===== src/rtl/sf_pkg.sv =====
package sf_pkg;
  localparam logic [1:0] KIND_READ = 2'b00;
  localparam logic [1:0] KIND_EXCL = 2'b01;
  localparam logic [1:0] KIND_DROP = 2'b10;

  typedef enum logic [2:0] {
    OP_HOLD, OP_AGE, OP_SHARE, OP_OWN, OP_DROP, OP_FILL
  } ent_op_e;

  typedef enum logic {ST_IDLE, ST_WAIT} sf_state_e;
endpackage


===== src/rtl/sf_entry.sv =====
module sf_entry
  import sf_pkg::*;
#(
  parameter int NODES = 4,
  parameter int AW    = 32,
  parameter int AGE_W = 8
) (
  input  logic             clk,
  input  logic             rst_n,
  input  ent_op_e          op,
  input  logic [NODES-1:0] node_bit,
  input  logic [AW-1:0]    fill_addr,
  output logic             valid,
  output logic [AW-1:0]    addr,
  output logic [NODES-1:0] vec,
  output logic [AGE_W-1:0] age
);
  localparam logic [AGE_W-1:0] AGE_MAX = '1;

  logic [NODES-1:0] vec_less;
  assign vec_less = vec & ~node_bit;

  always_ff @(posedge clk) begin
    if (!rst_n) begin
      valid <= 1'b0;
      addr  <= '0;
      vec   <= '0;
      age   <= '0;
    end else begin
      case (op)
        OP_AGE: if (valid && age != AGE_MAX) age <= age + 1'b1;
        OP_SHARE: begin vec <= vec | node_bit; age <= '0; end
        OP_OWN:   begin vec <= node_bit;       age <= '0; end
        OP_DROP: begin
          vec <= vec_less;
          if (age != AGE_MAX) age <= age + 1'b1;
          if (vec_less == '0) valid <= 1'b0;
        end
        OP_FILL: begin
          valid <= 1'b1;
          addr  <= fill_addr;
          vec   <= node_bit;
          age   <= '0;
        end
        default: ;
      endcase
    end
  end


  live_has_owner_chk: assert property (@(posedge clk) disable iff (!rst_n)
    valid |-> vec != '0);


  age_saturate_chk: assert property (@(posedge clk) disable iff (!rst_n)
    (valid && age == AGE_MAX && op == OP_AGE) |=> age == AGE_MAX);
endmodule


===== src/rtl/sf_lookup.sv =====
module sf_lookup #(
  parameter int ENTRIES = 16,
  parameter int AW      = 32,
  localparam int IW     = $clog2(ENTRIES)
) (
  input  logic                       clk,
  input  logic                       rst_n,
  input  logic [ENTRIES-1:0]         valid_v,
  input  logic [ENTRIES-1:0][AW-1:0] addr_a,
  input  logic [AW-1:0]              key,
  output logic                       hit,
  output logic [IW-1:0]              hit_idx,
  output logic                       has_free,
  output logic [IW-1:0]              free_idx
);
  logic [ENTRIES-1:0] match;

  always_comb begin
    hit      = 1'b0;
    hit_idx  = '0;
    has_free = 1'b0;
    free_idx = '0;
    match    = '0;
    for (int i = ENTRIES - 1; i >= 0; i--) begin
      match[i] = valid_v[i] && (addr_a[i] == key);
      if (match[i]) begin
        hit     = 1'b1;
        hit_idx = IW'(i);
      end
      if (!valid_v[i]) begin
        has_free = 1'b1;
        free_idx = IW'(i);
      end
    end
  end


  single_match_chk: assert property (@(posedge clk) disable iff (!rst_n)
    $onehot0(match));
endmodule


===== src/rtl/sf_victim.sv =====
module sf_victim #(
  parameter int ENTRIES = 16,
  parameter int NODES   = 4,
  parameter int AGE_W   = 8,
  localparam int IW     = $clog2(ENTRIES),
  localparam int CW     = $clog2(NODES + 1)
) (
  input  logic                          clk,
  input  logic                          rst_n,
  input  logic                          sel_en,
  input  logic [ENTRIES-1:0][NODES-1:0] vecs,
  input  logic [ENTRIES-1:0][AGE_W-1:0] ages,
  output logic [IW-1:0]                 vic_idx
);
  logic [CW-1:0] cnt [ENTRIES];

  function automatic logic ranks_before(input logic [CW-1:0] ca, input logic [AGE_W-1:0] aa,
                                        input logic [CW-1:0] cb, input logic [AGE_W-1:0] ab);
    return (ca < cb) || ((ca == cb) && (aa > ab));
  endfunction

  for (genvar g = 0; g < ENTRIES; g++) begin : g_cnt
    assign cnt[g] = CW'($countones(vecs[g]));


    fewest_owner_chk: assert property (@(posedge clk) disable iff (!rst_n)
      sel_en |-> cnt[vic_idx] <= cnt[g]);


    oldest_tie_chk: assert property (@(posedge clk) disable iff (!rst_n)
      (sel_en && cnt[vic_idx] == cnt[g]) |-> ages[vic_idx] >= ages[g]);
  end

  always_comb begin
    vic_idx = '0;
    for (int i = 1; i < ENTRIES; i++) begin
      if (ranks_before(cnt[i], ages[i], cnt[vic_idx], ages[vic_idx])) vic_idx = IW'(i);
    end
  end
endmodule


===== src/rtl/snoop_filter.sv =====
module snoop_filter
  import sf_pkg::*;
#(
  parameter int ENTRIES = 16,
  parameter int NODES   = 4,
  parameter int AW      = 32,
  parameter int AGE_W   = 8,
  localparam int IW     = $clog2(ENTRIES),
  localparam int NW     = $clog2(NODES)
) (
  input  logic             clk,
  input  logic             rst_n,
  input  logic             req_valid,
  output logic             req_ready,
  input  logic [1:0]       req_kind,
  input  logic [NW-1:0]    req_node,
  input  logic [AW-1:0]    req_addr,
  output logic             fwd_valid,
  output logic [NODES-1:0] fwd_mask,
  output logic             binv_valid,
  output logic [AW-1:0]    binv_addr,
  output logic [NODES-1:0] binv_mask,
  input  logic             binv_ack
);
  logic [ENTRIES-1:0]            e_valid;
  logic [ENTRIES-1:0][AW-1:0]    e_addr;
  logic [ENTRIES-1:0][NODES-1:0] e_vec;
  logic [ENTRIES-1:0][AGE_W-1:0] e_age;
  ent_op_e                       e_op [ENTRIES];

  sf_state_e        state;
  logic [IW-1:0]    vic_q;
  logic [AW-1:0]    pend_addr;
  logic [NODES-1:0] pend_bit;
  logic [AW-1:0]    binv_addr_q;
  logic [NODES-1:0] binv_mask_q;

  // named events
  logic             acc, is_excl, is_drop, hit, has_free;
  logic             free_miss, full_miss, ack_take, tick;
  logic [IW-1:0]    hit_idx, free_idx, vic_idx, tgt_idx;
  logic [NODES-1:0] node_bit, upd_bit;
  logic [AW-1:0]    upd_addr;
  ent_op_e          tgt_op;

  assign node_bit  = NODES'(1) << req_node;
  assign req_ready = (state == ST_IDLE);
  assign acc       = req_valid && req_ready;
  assign is_excl   = (req_kind == KIND_EXCL);
  assign is_drop   = (req_kind == KIND_DROP);
  assign free_miss = acc && !hit && !is_drop && has_free;
  assign full_miss = acc && !hit && !is_drop && !has_free;
  assign ack_take  = (state == ST_WAIT) && binv_ack;
  assign tick      = ack_take || (acc && (hit || free_miss));
  assign tgt_idx   = ack_take ? vic_q : (hit ? hit_idx : free_idx);
  assign upd_bit   = ack_take ? pend_bit : node_bit;
  assign upd_addr  = ack_take ? pend_addr : req_addr;

  always_comb begin
    if (ack_take || free_miss) tgt_op = OP_FILL;
    else if (is_drop)          tgt_op = OP_DROP;
    else if (is_excl)          tgt_op = OP_OWN;
    else                       tgt_op = OP_SHARE;
  end

  sf_lookup #(.ENTRIES(ENTRIES), .AW(AW)) u_lookup (
    .clk(clk), .rst_n(rst_n), .valid_v(e_valid), .addr_a(e_addr), .key(req_addr),
    .hit(hit), .hit_idx(hit_idx), .has_free(has_free), .free_idx(free_idx)
  );

  sf_victim #(.ENTRIES(ENTRIES), .NODES(NODES), .AGE_W(AGE_W)) u_victim (
    .clk(clk), .rst_n(rst_n), .sel_en(full_miss), .vecs(e_vec), .ages(e_age),
    .vic_idx(vic_idx)
  );

  for (genvar g = 0; g < ENTRIES; g++) begin : g_ent
    always_comb begin
      e_op[g] = OP_HOLD;
      if (tick) e_op[g] = (tgt_idx == IW'(g)) ? tgt_op : OP_AGE;
    end

    sf_entry #(.NODES(NODES), .AW(AW), .AGE_W(AGE_W)) u_ent (
      .clk(clk), .rst_n(rst_n), .op(e_op[g]), .node_bit(upd_bit), .fill_addr(upd_addr),
      .valid(e_valid[g]), .addr(e_addr[g]), .vec(e_vec[g]), .age(e_age[g])
    );
  end

  always_ff @(posedge clk) begin
    if (!rst_n) begin
      state       <= ST_IDLE;
      vic_q       <= '0;
      pend_addr   <= '0;
      pend_bit    <= '0;
      binv_addr_q <= '0;
      binv_mask_q <= '0;
    end else if (full_miss) begin
      state       <= ST_WAIT;
      vic_q       <= vic_idx;
      pend_addr   <= req_addr;
      pend_bit    <= node_bit;
      binv_addr_q <= e_addr[vic_idx];
      binv_mask_q <= e_vec[vic_idx];
    end else if (ack_take) begin
      state <= ST_IDLE;
    end
  end

  assign fwd_valid  = acc && !is_drop;
  assign fwd_mask   = (fwd_valid && hit) ? (e_vec[hit_idx] & ~node_bit) : '0;
  assign binv_valid = (state == ST_WAIT);
  assign binv_addr  = binv_addr_q;
  assign binv_mask  = binv_mask_q;


  binv_hold_chk: assert property (@(posedge clk) disable iff (!rst_n)
    (binv_valid && !binv_ack) |=> (binv_valid && $stable(binv_addr) && $stable(binv_mask)));


  binv_stall_chk: assert property (@(posedge clk) disable iff (!rst_n)
    binv_valid |-> !req_ready);


  binv_release_chk: assert property (@(posedge clk) disable iff (!rst_n)
    (binv_valid && binv_ack) |=> (req_ready && !binv_valid));


  binv_mask_nz_chk: assert property (@(posedge clk) disable iff (!rst_n)
    binv_valid |-> binv_mask != '0);
endmodule


===== config.mk =====
export PLATFORM = sky130hd
export DESIGN_NAME = snoop_filter
export DESIGN_NICKNAME = d
export VERILOG_FILES = /design/src/rtl/sf_pkg.sv /design/src/rtl/sf_entry.sv /design/src/rtl/sf_lookup.sv /design/src/rtl/sf_victim.sv /design/src/rtl/snoop_filter.sv
export SDC_FILE = /design/constraint.sdc
export NUM_CORES = 2
export LEC_CHECK = 0
export BUFFER_PORTS_ARGS = -buffer_cell sky130_fd_sc_hd__buf_2
export CAP_MARGIN = 25
export CORE_MARGIN = 3
export CORE_UTILIZATION = 48
export DETAILED_ROUTE_END_ITERATION = 12
export PLACE_DENSITY = 0.64
export RECOVER_POWER = 50
export SLEW_MARGIN = 10
export SYNTH_ARGS = -nofsm -noshare
export SYNTH_HDL_FRONTEND = slang
export SYNTH_HIERARCHICAL = 1
export SYNTH_SLANG_ARGS = --single-unit

===== constraint.sdc =====
create_clock -name clk -period 60 [get_ports clk]
set_clock_uncertainty 0.2 [all_clocks]
set_input_delay 15 -clock clk [delete_from_list [all_inputs] [get_ports clk]]
set_output_delay 15 -clock clk [all_outputs]
set_load 0.05 [all_outputs]

==> results.json <==
{
  "gr-usage-met3_pct": 13.32,
  "routed_wl_um": 324100,
  "finalWeightedCongestion": 1.099,
  "startpoint": "g_ent[1].u_ent/vec[0]",
  "crit_family": "compound AO/OA/AOI/OAI gates",
  "endpoint": "binv_addr[6]",
  "slew_viol_final": 754,
  "overflow": 0,
  "ys_top_cells_by_area": "dfxtp_1, nand2_1, a21boi_0",
  "ioPinCount": 83,
  "fin_crit_sh_pct": 78.25,
  "crit_slowest_cell": "nand2_1",
  "die_area_um2": 132400,
  "status": "complete, but fails checks",
  "drc": 0,
  "async_flop_share_pct": 0,
  "crit_cells": 170,
  "setup_viol": 0,
  "postCtsSetupBuffers": 0,
  "maxCapViolations": 21,
  "violations": "max-capacitance violations, max-slew violations",
  "worstPathMaxFanout": 49,
  "rr_startpoint": "g_ent[1].u_ent/vec[0]",
  "grt_max_degree": 155,
  "fin_crit_ps": 46950,
  "drtPass1Iterations": 9,
  "syn-num-nets": 7858,
  "dpl.hpwl_um": 225700,
  "synth_top_cell_by_area": "dfxtp_1",
  "start_util_pct": 48.66,
  "cts_hold_buf": 0,
  "yosysSeqAreaShare_pct": 25.95,
  "vias_per_cell": 7.090,
  "worstPathRequired_ps": 60350,
  "mostFrequentLayoutCells": "nand2_1, dfxtp_1, a21boi_0",
  "grt_setup_unrepaired": "false",
  "cts_tree": "built",
  "busiest_layer": "met2",
  "die_h_um": 363.9,
  "fmax_mhz": 21.30,
  "htreeDepth": 3,
  "clockBufferDepth": 3,
  "syn_area_um2": 61500,
  "cts.repair.resized": 0,
  "synth_edf_count": 0,
  "nets": 7692,
  "die_w_um": 363.9,
  "tightest_slew_ps": 3290,
  "drtAntennaViolNets": 0,
  "syn_area_per_cell_um2": 8.107,
  "clk_latency_ps": 740,
  "ys_warn_count": 6,
  "drtIter0Drc": 10020,
  "num-fill-cells": 12000,
  "use_met2_pct": 69.86,
  "register_area_um2": 15960,
  "r2r-end": "binv_addr[6]",
  "worst_path_largest_cell_delay_ps": 880,
  "rows": 130,
  "setup-tns-final_ps": 0,
  "ys_types": 107,
  "reg2reg_slack_ps": 13050,
  "hold_violations": 0,
  "setup.worst_path.end_class": "register",
  "reg2reg_depth": 170,
  "wire_per_inst_um": 35.36,
  "grtUsageMet1_pct": 56.37,
  "cts_buffers": 93,
  "port-buffer-count": 82,
  "vias": 64980,
  "holdCritPathClass": "register to register",
  "start_kind": "register",
  "cp_num_buf_inv": 20,
  "ys_ff_latch": 797,
  "grt_pass1_vias": 59830,
  "core_area_um2": 126400,
  "clk_pin_slew_ps": 60,
  "mostFrequentLayoutCell": "nand2_1",
  "cp.arrival_ps": 47300,
  "area_growth_pct": 8.275,
  "cts_sinks": 797,
  "synth_ff_type": "dfxtp_1",
  "multi_input_area_um2": 42220,
  "slew_headroom_pct": -119.3,
  "antenna_found_initial": 23,
  "syn_inst": 7586,
  "critical_path_class": "register to register",
  "track_usage_pct": 47.34,
  "grt_first_pass_wirelength_um": 454300,
  "drive_gt1_share_pct": 11.40,
  "root_buffer": "clkbuf_16",
  "synth_top_area_share_pct": 25.95
}
-- sequential cells by signal, summed over array words and instances (netlist names) --
register           flops
g_ent.u_ent/age      128
binv_addr             32
binv_mask              4
g_ent.u_ent/addr     512
g_ent.u_ent/valid     16
binv_valid             1
g_ent.u_ent/vec       64
pend_addr             32
pend_bit               4
vic_q                  4
-- cell usage after synthesis (all sizes together), types with 71 or more instances --
master,count
a21boi,660
a21oi,244
nand2,1686
buf,332
dfxtp,797
and3,82
ha,216
nand4,158
nand3,199
clkbuf,286
xnor2,397
nor4,77
inv,161
mux2i,173
o22ai,131
xor2,114
a211oi,80
mux2,86
a31oi,71
mux4,165
nor2,181
o21ai,167
a22oi,75
-- layer usage --
metal	wire length, um	vias up
met2	132800	5098
met4	37830	8
met3	40200	1555
met5	54	-
li1	-	27190
met1	113200	31120
-- kinds of logic (layout without fill, tap and decap cells) --
logic type / after synthesis / in the layout / synth area share, %
simple gates: 2765 / 2765 / 20.78
compound gates: 2077 / 2077 / 24.71
flops: 797 / 797 / 25.95
buf+inv: 780 / 692 / 5.862
xor+xnor: 511 / 511 / 7.314
mux: 424 / 424 / 10.48
fa+ha+maj: 232 / 232 / 4.916
other cells: 0 / 16 / 0
-- final cells by class --
| class | instances | area share (%) |
|---|---|---|
| clock inverters | 35 | 0.8738 |
| repair buffers | 357 | 3.540 |
| diodes | 16 | 0.06013 |
| multi-input cells | 6009 | 63.40 |
| flip-flops and latches | 797 | 23.96 |
| inverters | 162 | 0.9151 |
| clock buffers | 138 | 4.142 |
| well taps | 1650 | 3.101 |
-- through the flow --
stage / instance area, um2 / worst slack, ps / hold WS (ps) / utilization [%] / std cells
final: 66590 / 13050 / 253.6 / 52.68 / 9164
after global routing: 66550 / 10900 / 275.7 / 52.66 / 9151
after CTS: 66780 / 14120 / 254.5 / 52.84 / 9144
after detailed placement: 63440 / 14220 / 246.2 / 50.20 / 8971
after global placement: 63430 / 14850 / 240.2 / 50.19 / 8969
after floorplan: 61500 / 25500 / 235.3 / - / 7586
-- worst register-to-register path: cells and delay by family (launching register included) --
family,cells,cell delay (ps)
multiplexers,5,2120
adder cells (fa/ha/maj),17,5540
buffers and inverters,20,7020
AO/OA/AOI/OAI,86,20310
flip-flops,1,420
AND/OR/NAND/NOR,42,11170
-- how the worst min path moves through the flow --
| stage | startpoint | endpoint | slack (ps) | cells past startpoint |
|---|---|---|---|---|
| final | pend_bit[2] | pend_bit[2] | 250 | 2 |
| after global routing | pend_bit[2] | pend_bit[2] | 280 | 2 |
| after CTS | pend_bit[2] | pend_bit[2] | 250 | 2 |
| after detailed placement | pend_bit[2] | pend_bit[2] | 250 | 2 |
| after global placement | pend_addr[9] | pend_addr[9] | 240 | 2 |
| after floorplan | pend_addr[10] | pend_addr[10] | 240 | 2 |
Power is not shown: default switching activity piles up to over one toggle a cycle in this logic, so the estimate is an artifact.
